**config.mk**
```make
export PLATFORM = sky130hd
export DESIGN_NAME = be_lane_unit
export DESIGN_NICKNAME = d
export VERILOG_FILES = /design/src/rtl/be_lsu_pkg.sv /design/src/rtl/be_lsu_rst_sync.sv /design/src/rtl/be_lsu_addr_dec.sv /design/src/rtl/be_lsu_store_align.sv /design/src/rtl/be_lsu_load_extract.sv /design/src/rtl/be_lane_unit.sv
export SDC_FILE = /design/constraint.sdc
export NUM_CORES = 1
export LEC_CHECK = 0
export ABC_AREA = 1
export CAP_MARGIN = 40
export CORE_AREA = 2 2 79 81
export DETAILED_ROUTE_END_ITERATION = 8
export DIE_AREA = 0 0 81 83
export PLACE_DENSITY = 0.87
export REMOVE_ABC_BUFFERS = 1
export SYNTH_ARGS = -nofsm -noshare
export SYNTH_HDL_FRONTEND = slang
export SYNTH_SLANG_ARGS = --single-unit
```
**constraint.sdc**
```tcl
create_clock -name clk -period 3.5 [get_ports clk]
set_input_delay 0.7 -clock clk [delete_from_list [all_inputs] [get_ports clk]]
set_output_delay 0.7 -clock clk [all_outputs]
set_load 0.01 [all_outputs]
```
**src/rtl/be_lsu_pkg.sv**
```systemverilog
package be_lsu_pkg;
  localparam int unsigned BYTE_W = 8;

  typedef enum logic {
    SZ_BYTE = 1'b0,
    SZ_WORD = 1'b1
  } acc_size_e;
endpackage

```
**src/rtl/be_lsu_rst_sync.sv**
```systemverilog
module be_lsu_rst_sync #(
  parameter int unsigned STAGES = 2
) (
  input  logic clk,
  input  logic rst_n,
  output logic rst_sync_n
);
  logic [STAGES-1:0] sync_q;
  logic [STAGES-1:0] sync_d;

  always_comb begin
    sync_d = {sync_q[STAGES-2:0], 1'b1};
  end

  always_ff @(posedge clk or negedge rst_n) begin
    if (!rst_n) sync_q <= '0;
    else        sync_q <= sync_d;
  end

  assign rst_sync_n = sync_q[STAGES-1];
endmodule

```
**src/rtl/be_lsu_addr_dec.sv**
```systemverilog
module be_lsu_addr_dec #(
  parameter int unsigned ADDR_W = 32,
  parameter int unsigned LANES  = 4
) (
  input  logic                           req_valid,
  input  logic                           req_word,
  input  logic [ADDR_W-1:0]              req_addr,
  output logic [ADDR_W-$clog2(LANES)-1:0] word_addr,
  output logic [$clog2(LANES)-1:0]       lane_ofs,
  output logic [LANES-1:0]               lane_sel,
  output logic                           misaligned,
  output logic                           acc_ok
);
  localparam int unsigned OFS_W = $clog2(LANES);

  assign word_addr = req_addr[ADDR_W-1:OFS_W];
  assign lane_ofs  = req_addr[OFS_W-1:0];

  // one-hot lane select, bit i for byte offset i (big-endian lane i)
  for (genvar i = 0; i < LANES; i++) begin : g_sel
    assign lane_sel[i] = (lane_ofs == OFS_W'(i));
  end

  assign misaligned = req_valid && req_word && (lane_ofs != '0);
  assign acc_ok     = req_valid && !misaligned;
endmodule

```
**src/rtl/be_lsu_store_align.sv**
```systemverilog
module be_lsu_store_align #(
  parameter int unsigned DATA_W = 32
) (
  input  logic                    do_store,
  input  logic                    is_word,
  input  logic [DATA_W/8-1:0]     lane_sel,
  input  logic [DATA_W-1:0]       store_src,
  output logic [DATA_W/8-1:0]     we,
  output logic [DATA_W-1:0]       wdata
);
  import be_lsu_pkg::*;
  localparam int unsigned LANES = DATA_W / BYTE_W;

  logic [BYTE_W-1:0] low_byte;
  assign low_byte = store_src[BYTE_W-1:0];

  for (genvar i = 0; i < LANES; i++) begin : g_lane
    localparam int unsigned HI = DATA_W - 1 - BYTE_W * i;
    assign wdata[HI -: BYTE_W] = is_word ? store_src[HI -: BYTE_W] : low_byte;
    assign we[i] = do_store && (is_word || lane_sel[i]);
  end
endmodule

```
**src/rtl/be_lsu_load_extract.sv**
```systemverilog
module be_lsu_load_extract #(
  parameter int unsigned DATA_W = 32
) (
  input  logic                          clk,
  input  logic                          rst_n,
  input  logic                          capture,
  input  logic                          is_word,
  input  logic [$clog2(DATA_W/8)-1:0]   lane_ofs,
  input  logic [DATA_W-1:0]             mem_rdata,
  output logic                          load_valid,
  output logic [DATA_W-1:0]             load_result
);
  import be_lsu_pkg::*;
  localparam int unsigned LANES = DATA_W / BYTE_W;
  localparam int unsigned OFS_W = $clog2(LANES);

  logic             ld_valid_q, ld_valid_d;
  acc_size_e        ld_size_q, ld_size_d;
  logic [OFS_W-1:0] ld_ofs_q, ld_ofs_d;

  always_comb begin
    ld_valid_d = capture;
    ld_size_d  = ld_size_q;
    ld_ofs_d   = ld_ofs_q;
    if (capture) begin
      ld_size_d = is_word ? SZ_WORD : SZ_BYTE;
      ld_ofs_d  = lane_ofs;
    end
  end

  always_ff @(posedge clk or negedge rst_n) begin
    if (!rst_n) begin
      ld_valid_q <= 1'b0;
      ld_size_q  <= SZ_BYTE;
      ld_ofs_q   <= '0;
    end else begin
      ld_valid_q <= ld_valid_d;
      ld_size_q  <= ld_size_d;
      ld_ofs_q   <= ld_ofs_d;
    end
  end

  logic [BYTE_W-1:0] lane_byte [LANES];
  for (genvar i = 0; i < LANES; i++) begin : g_lane
    assign lane_byte[i] = mem_rdata[DATA_W-1-BYTE_W*i -: BYTE_W];
  end

  logic [BYTE_W-1:0] picked;
  always_comb begin
    picked = '0;
    for (int i = 0; i < LANES; i++) begin
      if (ld_ofs_q == OFS_W'(i)) picked = lane_byte[i];
    end
  end

  always_comb begin
    if (!ld_valid_q)              load_result = '0;
    else if (ld_size_q == SZ_WORD) load_result = mem_rdata;
    else                           load_result = {{(DATA_W-BYTE_W){1'b0}}, picked};
  end

  assign load_valid = ld_valid_q;
endmodule

```
**src/rtl/be_lane_unit.sv**
```systemverilog
module be_lane_unit #(
  parameter int unsigned ADDR_W = 32,
  parameter int unsigned DATA_W = 32
) (
  input  logic                                clk,
  input  logic                                rst_n,
  input  logic                                req_valid,
  input  logic                                req_store,
  input  logic                                req_word,
  input  logic [ADDR_W-1:0]                   req_addr,
  input  logic [DATA_W-1:0]                   store_src,
  input  logic [DATA_W-1:0]                   mem_rdata,
  output logic [ADDR_W-$clog2(DATA_W/8)-1:0]  mem_word_addr,
  output logic                                mem_re,
  output logic [DATA_W/8-1:0]                 mem_we,
  output logic [DATA_W-1:0]                   mem_wdata,
  output logic                                misaligned,
  output logic                                load_valid,
  output logic [DATA_W-1:0]                   load_result
);
  localparam int unsigned LANES = DATA_W / 8;
  localparam int unsigned OFS_W = $clog2(LANES);

  logic             rst_q_n;
  logic [OFS_W-1:0] lane_ofs;
  logic [LANES-1:0] lane_sel;
  logic             acc_ok;
  logic             do_store;
  logic             do_load;

  be_lsu_rst_sync #(.STAGES(2)) u_rst (
    .clk        (clk),
    .rst_n      (rst_n),
    .rst_sync_n (rst_q_n)
  );

  be_lsu_addr_dec #(.ADDR_W(ADDR_W), .LANES(LANES)) u_dec (
    .req_valid  (req_valid),
    .req_word   (req_word),
    .req_addr   (req_addr),
    .word_addr  (mem_word_addr),
    .lane_ofs   (lane_ofs),
    .lane_sel   (lane_sel),
    .misaligned (misaligned),
    .acc_ok     (acc_ok)
  );

  assign do_store = acc_ok && req_store;
  assign do_load  = acc_ok && !req_store;
  assign mem_re   = do_load;

  be_lsu_store_align #(.DATA_W(DATA_W)) u_st (
    .do_store  (do_store),
    .is_word   (req_word),
    .lane_sel  (lane_sel),
    .store_src (store_src),
    .we        (mem_we),
    .wdata     (mem_wdata)
  );

  be_lsu_load_extract #(.DATA_W(DATA_W)) u_ld (
    .clk         (clk),
    .rst_n       (rst_q_n),
    .capture     (do_load),
    .is_word     (req_word),
    .lane_ofs    (lane_ofs),
    .mem_rdata   (mem_rdata),
    .load_valid  (load_valid),
    .load_result (load_result)
  );
endmodule

```
==> results_dict.tcl, run 1 <==
set metrics [dict create \
    worst_ep_arrival_time_ns 2.30 \
    core_area_um2 5820 \
    start_util 0.219 \
    ir_drop_mv 0.120 \
    synthAdderAreaFrac 0 \
    routed_wl_um 6150 \
    synth_top_family_by_area "simple AND/OR/NAND/NOR gates" \
    drc 0 \
    synth-simple-area-share 0.415 \
    clk-insertion-delay-late_ns 0.22 \
    clk_pin_slew_worst_paths_ns 0.03 \
    drt_iter0_markers 52 \
    nets 452 \
    vias 1887 \
    final_hold_viol_count 0 \
    wl_met3_um 1010 \
    wl_met1_um 2470 \
    slew_headroom 0.473 \
    p_leak_uw 0.00121 \
    critPathLaunchType "primary input" \
    design_area_um2 2500 \
    max_stage_delay_ns 0.56 \
    muxShareOfSynthArea 0 \
    cts-resized-gates 0 \
    end_kind "output port" \
    antenna_found_initial 0 \
    cts_tree "yes" \
    clock-root-buffer "clkbuf_8" \
    fin_cells 424 \
    ys_seq_area_frac 0.118 \
    firstDrtPassIters 4 \
    pre_cts_ws_ns 0.490 \
    hpwl_um 5240 \
    vias_per_cell 4.45 \
    wire_per_inst_um 14.5 \
    yosys_register_bits 6 \
    ios 202 \
    setup_slack_ns 0.495 \
    gp_congestion 0.747 \
    crit_type "in -> out" \
    die_h_um 83 \
    postCtsHoldBufs 0 \
    crit_buf_inv 3 \
    path_delay_family "buffers and inverters" \
    r2r_start "u_ld.ld_ofs_q[1]" \
    power_uw 524 \
    status "complete, no violations" \
    synth-compound-area-share 0.102 \
    crit_top_cell "clkdlybuf4s50_1" \
    post_cts_buffers 0 \
    synthCells 249 \
    yosys_warnings 0 \
    netlist_area_um2 1270 \
    synth.distinct_cells 17 \
    startpoint "req_word" \
    finalCriticalPeriod_ns 3.00 \
    rows 28 \
    max-cap-violations 0 \
    setup_tns_ns 0 \
    grt_overflow 0 \
    cts_buffers 3 \
    grt_max_degree 26 \
    drv_slew 0 \
    grt_usage 0.175 \
    syn_to_final_growth_pct 96.4 \
    synth_xor_area_frac 0 \
    rsz0062_at_grt "no" \
    cp_max_fo 25 \
    grt_pass1_vias 1847 \
    tightest_slew_ns 0.789 \
    period_share 0.859 \
    cts_num_sinks 6 \
    wl_met2_um 2610 \
    grt_pass1_wl_um 8960 \
    ant_nets 0 \
    die_w_um 81 \
    syn_area_per_cell_um2 5.12 \
    placed_cells 421 \
    layout-drive-gt1-share 0.0201 \
    cp_data_required_time_ns 2.80 \
    clockBufferDepth 2 \
    clock.fmax_mhz 333 \
    htree_levels 1 \
    top_layer "met4" \
    skew_ns 0.000250 \
    portBuffers 141 \
    crit_chain "clkdlybuf4s50_1 -> buf_4 -> a21oi_1 -> nor2_1 -> clkdlybuf4s50_1" \
    antenna_cells 0 \
    setup_viol_count_final 0 \
    placed_area_um2 2460 \
    hp-class "reg -> async" \
    die_area_um2 6720 \
    power-per-cell-area_nw_per_um2 210 \
    slowest_stage "clkdlybuf4s50_1" \
]
-- layout make-up --
| type | instances | area [um^2] |
|---|---|---|
| Clock buffer | 3 | 41.3 |
| Fill cell | 595 | 3310 |
| Inverter | 36 | 135 |
| Multi-Input combinational cell | 162 | 662 |
| Sequential cell | 6 | 150 |
| Tap cell | 75 | 93.8 |
| Timing Repair Buffer | 142 | 1420 |
-- cells in the final DEF (no fill, tap or decap), drive strengths merged --
cell type | Yosys | layout
a21oi | 12 | 12
nor3 | 1 | 1
o21ai | 14 | 14
nor2 | 40 | 40
inv | 35 | 35
nand2 | 90 | 90
clkbuf | 2 | 3
clkdlybuf4s50 | 0 | 141
buf | 43 | 1
nand3 | 4 | 4
clkinv | 1 | 1
conb | 1 | 1
dfrtp | 6 | 6
-- sequential cells by signal, summed over array words and instances, names as in the netlist --
register,cells
u_ld.ld_ofs_q,2
u_rst.sync_q,2
u_ld.ld_size_q,1
u_ld.load_valid,1
-- cells by family after synthesis --
kind of cell | after synthesis
flops | 6
buf+inv | 81
simple gates | 135
other cells | 1
compound gates | 26
-- worst register-to-register path, cell delays in order, from the launching register on --
cell and delay (ns):
dfrtp_1 0.62, nand2_1 0.09, o21ai_0 0.08
-- report_power, final --
part | leakage [uW] | switching (uW) | internal, uW
Sequential | 0.0000739 | 15.5 | 77.1
Clock | 0.0000216 | 28.2 | 73.7
Combinational | 0.00111 | 149 | 180
-- worst paths after layout --
path | endpoint | slack (ns) | cells past startpoint
worst max register to register | u_ld.ld_ofs_q[1] | 2.63 | 2
worst min-delay path | u_ld.load_valid | 0.06 | 0
worst max-delay path | mem_we[3] | 0.50 | 5
max in group asynchronous | u_rst.sync_q[0] | 2.74 | 1
min in group clk | u_rst.sync_q[1] | 0.35 | 0
worst min register to register | u_ld.load_valid | 0.06 | 0
-- cells in the mapped netlist --
master	n	area, um^2
nand2_1	89	334
buf_4	39	293
nor2_1	39	146
inv_1	34	128
o21ai_0	14	70.1
a21oi_1	12	60.1
dfrtp_1	6	150
nand3_1	4	20.0
buf_2	3	15.0
clkbuf_1	2	7.51
buf_6	1	11.3
clkinv_1	1	3.75
conb_1	1	3.75
inv_2	1	3.75
nand2_4	1	11.3
nor2_4	1	11.3
nor3_1	1	5.00
-- metrics by stage --
step                      hold WS (ns)   util
after floorplan                 0.0403      -
after global placement          0.0512  0.423
after detailed placement        0.0591  0.423
after CTS                       0.0622  0.430
after global routing            0.0764  0.430
final                           0.0570  0.430
-- layer usage --
metal  track usage  vias up
li1              -      904
met1         0.195      814
met2         0.278      160
met3         0.110        9
met4        0.0370        0
met5        0.0333        -
Note: power is estimated with default switching activity, not from simulation.
==> run 2: changes to the inputs <==
--- a/config.mk
+++ b/config.mk
@@ -7,10 +7,11 @@
 export LEC_CHECK = 0
 export ABC_AREA = 1
 export CAP_MARGIN = 40
-export CORE_AREA = 2 2 79 81
+export CORE_ASPECT_RATIO = 0.6
+export CORE_MARGIN = 2
+export CORE_UTILIZATION = 25
 export DETAILED_ROUTE_END_ITERATION = 8
-export DIE_AREA = 0 0 81 83
-export PLACE_DENSITY = 0.87
+export PLACE_DENSITY = 0.95
 export REMOVE_ABC_BUFFERS = 1
 export SYNTH_ARGS = -nofsm -noshare
 export SYNTH_HDL_FRONTEND = slang
==> run 2 against run 1 <==
Via count shrank 3.4%. Cell area shrank 0.45%. Global-route usage grew 0.88 points. Core utilization grew 7.0 points. Clock skew grew 0.0041 ns. First-iteration DRC count shrank 21%. Register-to-register slack is essentially flat. Total power shrank 0.83%. Flip-flop and latch count is the same. Worst hold slack lost 0.0058 ns. Die area shrank 15%. Largest cell class unchanged. Largest power group unchanged. Highest routed layer is now met5.
==> results_dict.tcl, run 2 (same netlist as run 1, synthesis figures left out) <==
set metrics [dict create \
    wire_per_inst_um 13.5 \
    r2r_slack_ns 2.63 \
    final_common_cell "clkdlybuf4s50_1" \
    routed_wl_um 5600 \
    slowest_stage "clkdlybuf4s50_1" \
    die_w_um 96.2 \
    gp_congestion 0.718 \
    drv_slew 0 \
    max-cap-violations 0 \
    internal-power_uw 331 \
    netSwitchingFraction 0.363 \
    end_kind "output port" \
    grt_max_degree 25 \
    timing.rr.end "u_ld.ld_ofs_q[1]" \
    grt_pass1_wl_um 7930 \
    hold_ws_ns 0.0512 \
    comb_power_share 0.625 \
    worst_ep_arrival_time_ns 2.50 \
    use_met1 0.214 \
    hp-class "reg -> async" \
    max_stage_delay_ns 0.69 \
    setup_viol_count_final 0 \
    grt_use_met3 0.123 \
    clock-root-buffer "clkbuf_8" \
    cts_tree "yes" \
    hpwl_um 4710 \
    critPathLaunchType "primary input" \
    crit_chain "clkdlybuf4s50_1 -> clkinv_1 -> nand2_1 -> nand2_1 -> clkdlybuf4s50_1" \
    clk-insertion-delay-late_ns 0.22 \
    ant_nets 0 \
    start_util 0.256 \
    globalRoute.busiestLayer "met2" \
    syn_to_final_growth_pct 95.5 \
    post_cts_buffers 0 \
    clockBufferDepth 2 \
    firstDrtPassIters 4 \
    r2r_start "u_ld.ld_ofs_q[1]" \
    drc 0 \
    ios 202 \
    cts_buffers 3 \
    final_cell_mix "clkdlybuf4s50_1 (141), nand2_1 (89), nor2_1 (39), inv_1 (34), o21ai_0 (14)" \
    placed_cells 412 \
    setup_tns_ns 0 \
    grt_pass1_vias 1711 \
    cp_data_required_time_ns 2.80 \
    cp_max_fo 12 \
    ir_drop_mv 0.114 \
    cts_num_sinks 6 \
    postCtsHoldBufs 0 \
    reg2reg_depth 2 \
    p_leak_uw 0.00121 \
    antenna_found_initial 0 \
    power-per-cell-area_nw_per_um2 209 \
    multi_input_area_um2 662 \
    power_frac_clock 0.198 \
    fin_cells 415 \
    slew_headroom 0.496 \
    rsz0062_at_grt "no" \
    core_area_um2 4980 \
    status "complete, no violations" \
    tightest_slew_ns 0.754 \
    grt_overflow 0 \
    drt_iter0_markers 41 \
    vias_per_cell 4.39 \
    crit_type "in -> out" \
    register_area_um2 150 \
    rows 20 \
    final_hold_viol_count 0 \
    num-fill-cells 453 \
    layout-drive-gt1-share 0.0201 \
    period_share 0.915 \
    htree_levels 1 \
    vias 1823 \
    die_area_um2 5700 \
    p_switching_uw 189 \
    portBuffers 141 \
    clock.fmax_mhz 312 \
    die_h_um 59.3 \
    clk_pin_slew_worst_paths_ns 0.04 \
    antenna_cells 0 \
    seqPwrFrac 0.177 \
    skew_ns 0.00438 \
    finalCriticalPeriod_ns 3.20 \
    cts-resized-gates 0 \
    nets 452 \
    top_regs "u_ld.ld_ofs_q (2), u_rst.sync_q (2)" \
    grt_util_met2 0.278 \
    grt_usage 0.184 \
]
run 2: cell counts in the layout (fill, tap and decap cells not counted):
Identical to the previous run, type by type.
run 2: layout make-up:
class                      instances  area share
inverter                          36      0.0543
multi-input combinational        162       0.266
clock buffer                       3      0.0166
timing repair buffer             142       0.570
tap                               66      0.0332
sequential                         6      0.0603
run 2: how the worst max path moves through the flow:
stage / startpoint / slack, ns / endpoint / cells after the start
after detailed placement: req_word / 0.26 / mem_wdata[18] / 5
final: req_word / 0.30 / mem_wdata[18] / 5
after global placement: req_word / 0.33 / mem_wdata[26] / 5
after floorplan: u_ld.ld_ofs_q[1] / 1.59 / load_result[6] / 4
after global routing: req_word / 0.1 / mem_wdata[18] / 5
after CTS: req_word / 0.25 / mem_wdata[18] / 5
run 2: power by group through the flow:
| stage | clock, uW | sequential (uW) | combinational, uW |
|---|---|---|---|
| floorplan | 0 | 88.8 | 127 |
| global placement | 0 | 93.1 | 319 |
| detailed placement | 0 | 93.1 | 325 |
| CTS | 105 | 92.3 | 327 |
| global route | 111 | 94.8 | 355 |
| finish | 103 | 92.3 | 325 |
run 2: per-stage QoR:
step | util | cell area (um^2) | power, uW | worst slack (ns)
detailed placement | 0.492 | 2450 | 418 | 0.259
finish | 0.500 | 2490 | 520 | 0.296
global route | 0.500 | 2490 | 561 | 0.0958
CTS | 0.500 | 2490 | 524 | 0.251
global placement | 0.492 | 2450 | 412 | 0.331
floorplan | - | 947 | 216 | 1.59
run 2: critical path, delay by kind of cell:
kind / cells / cell delay [ns]
and+or+nand+nor: 2 / 0.29
buffers and inverters: 3 / 1.52
run 2: routing by layer:
layer  up-vias  share of wire  wire (um)
met3         6           0.16        922
met4         2         0.0054         30
li1        898              -          -
met5         -         0.0061         34
met2       136           0.40       2260
met1       781           0.42       2350
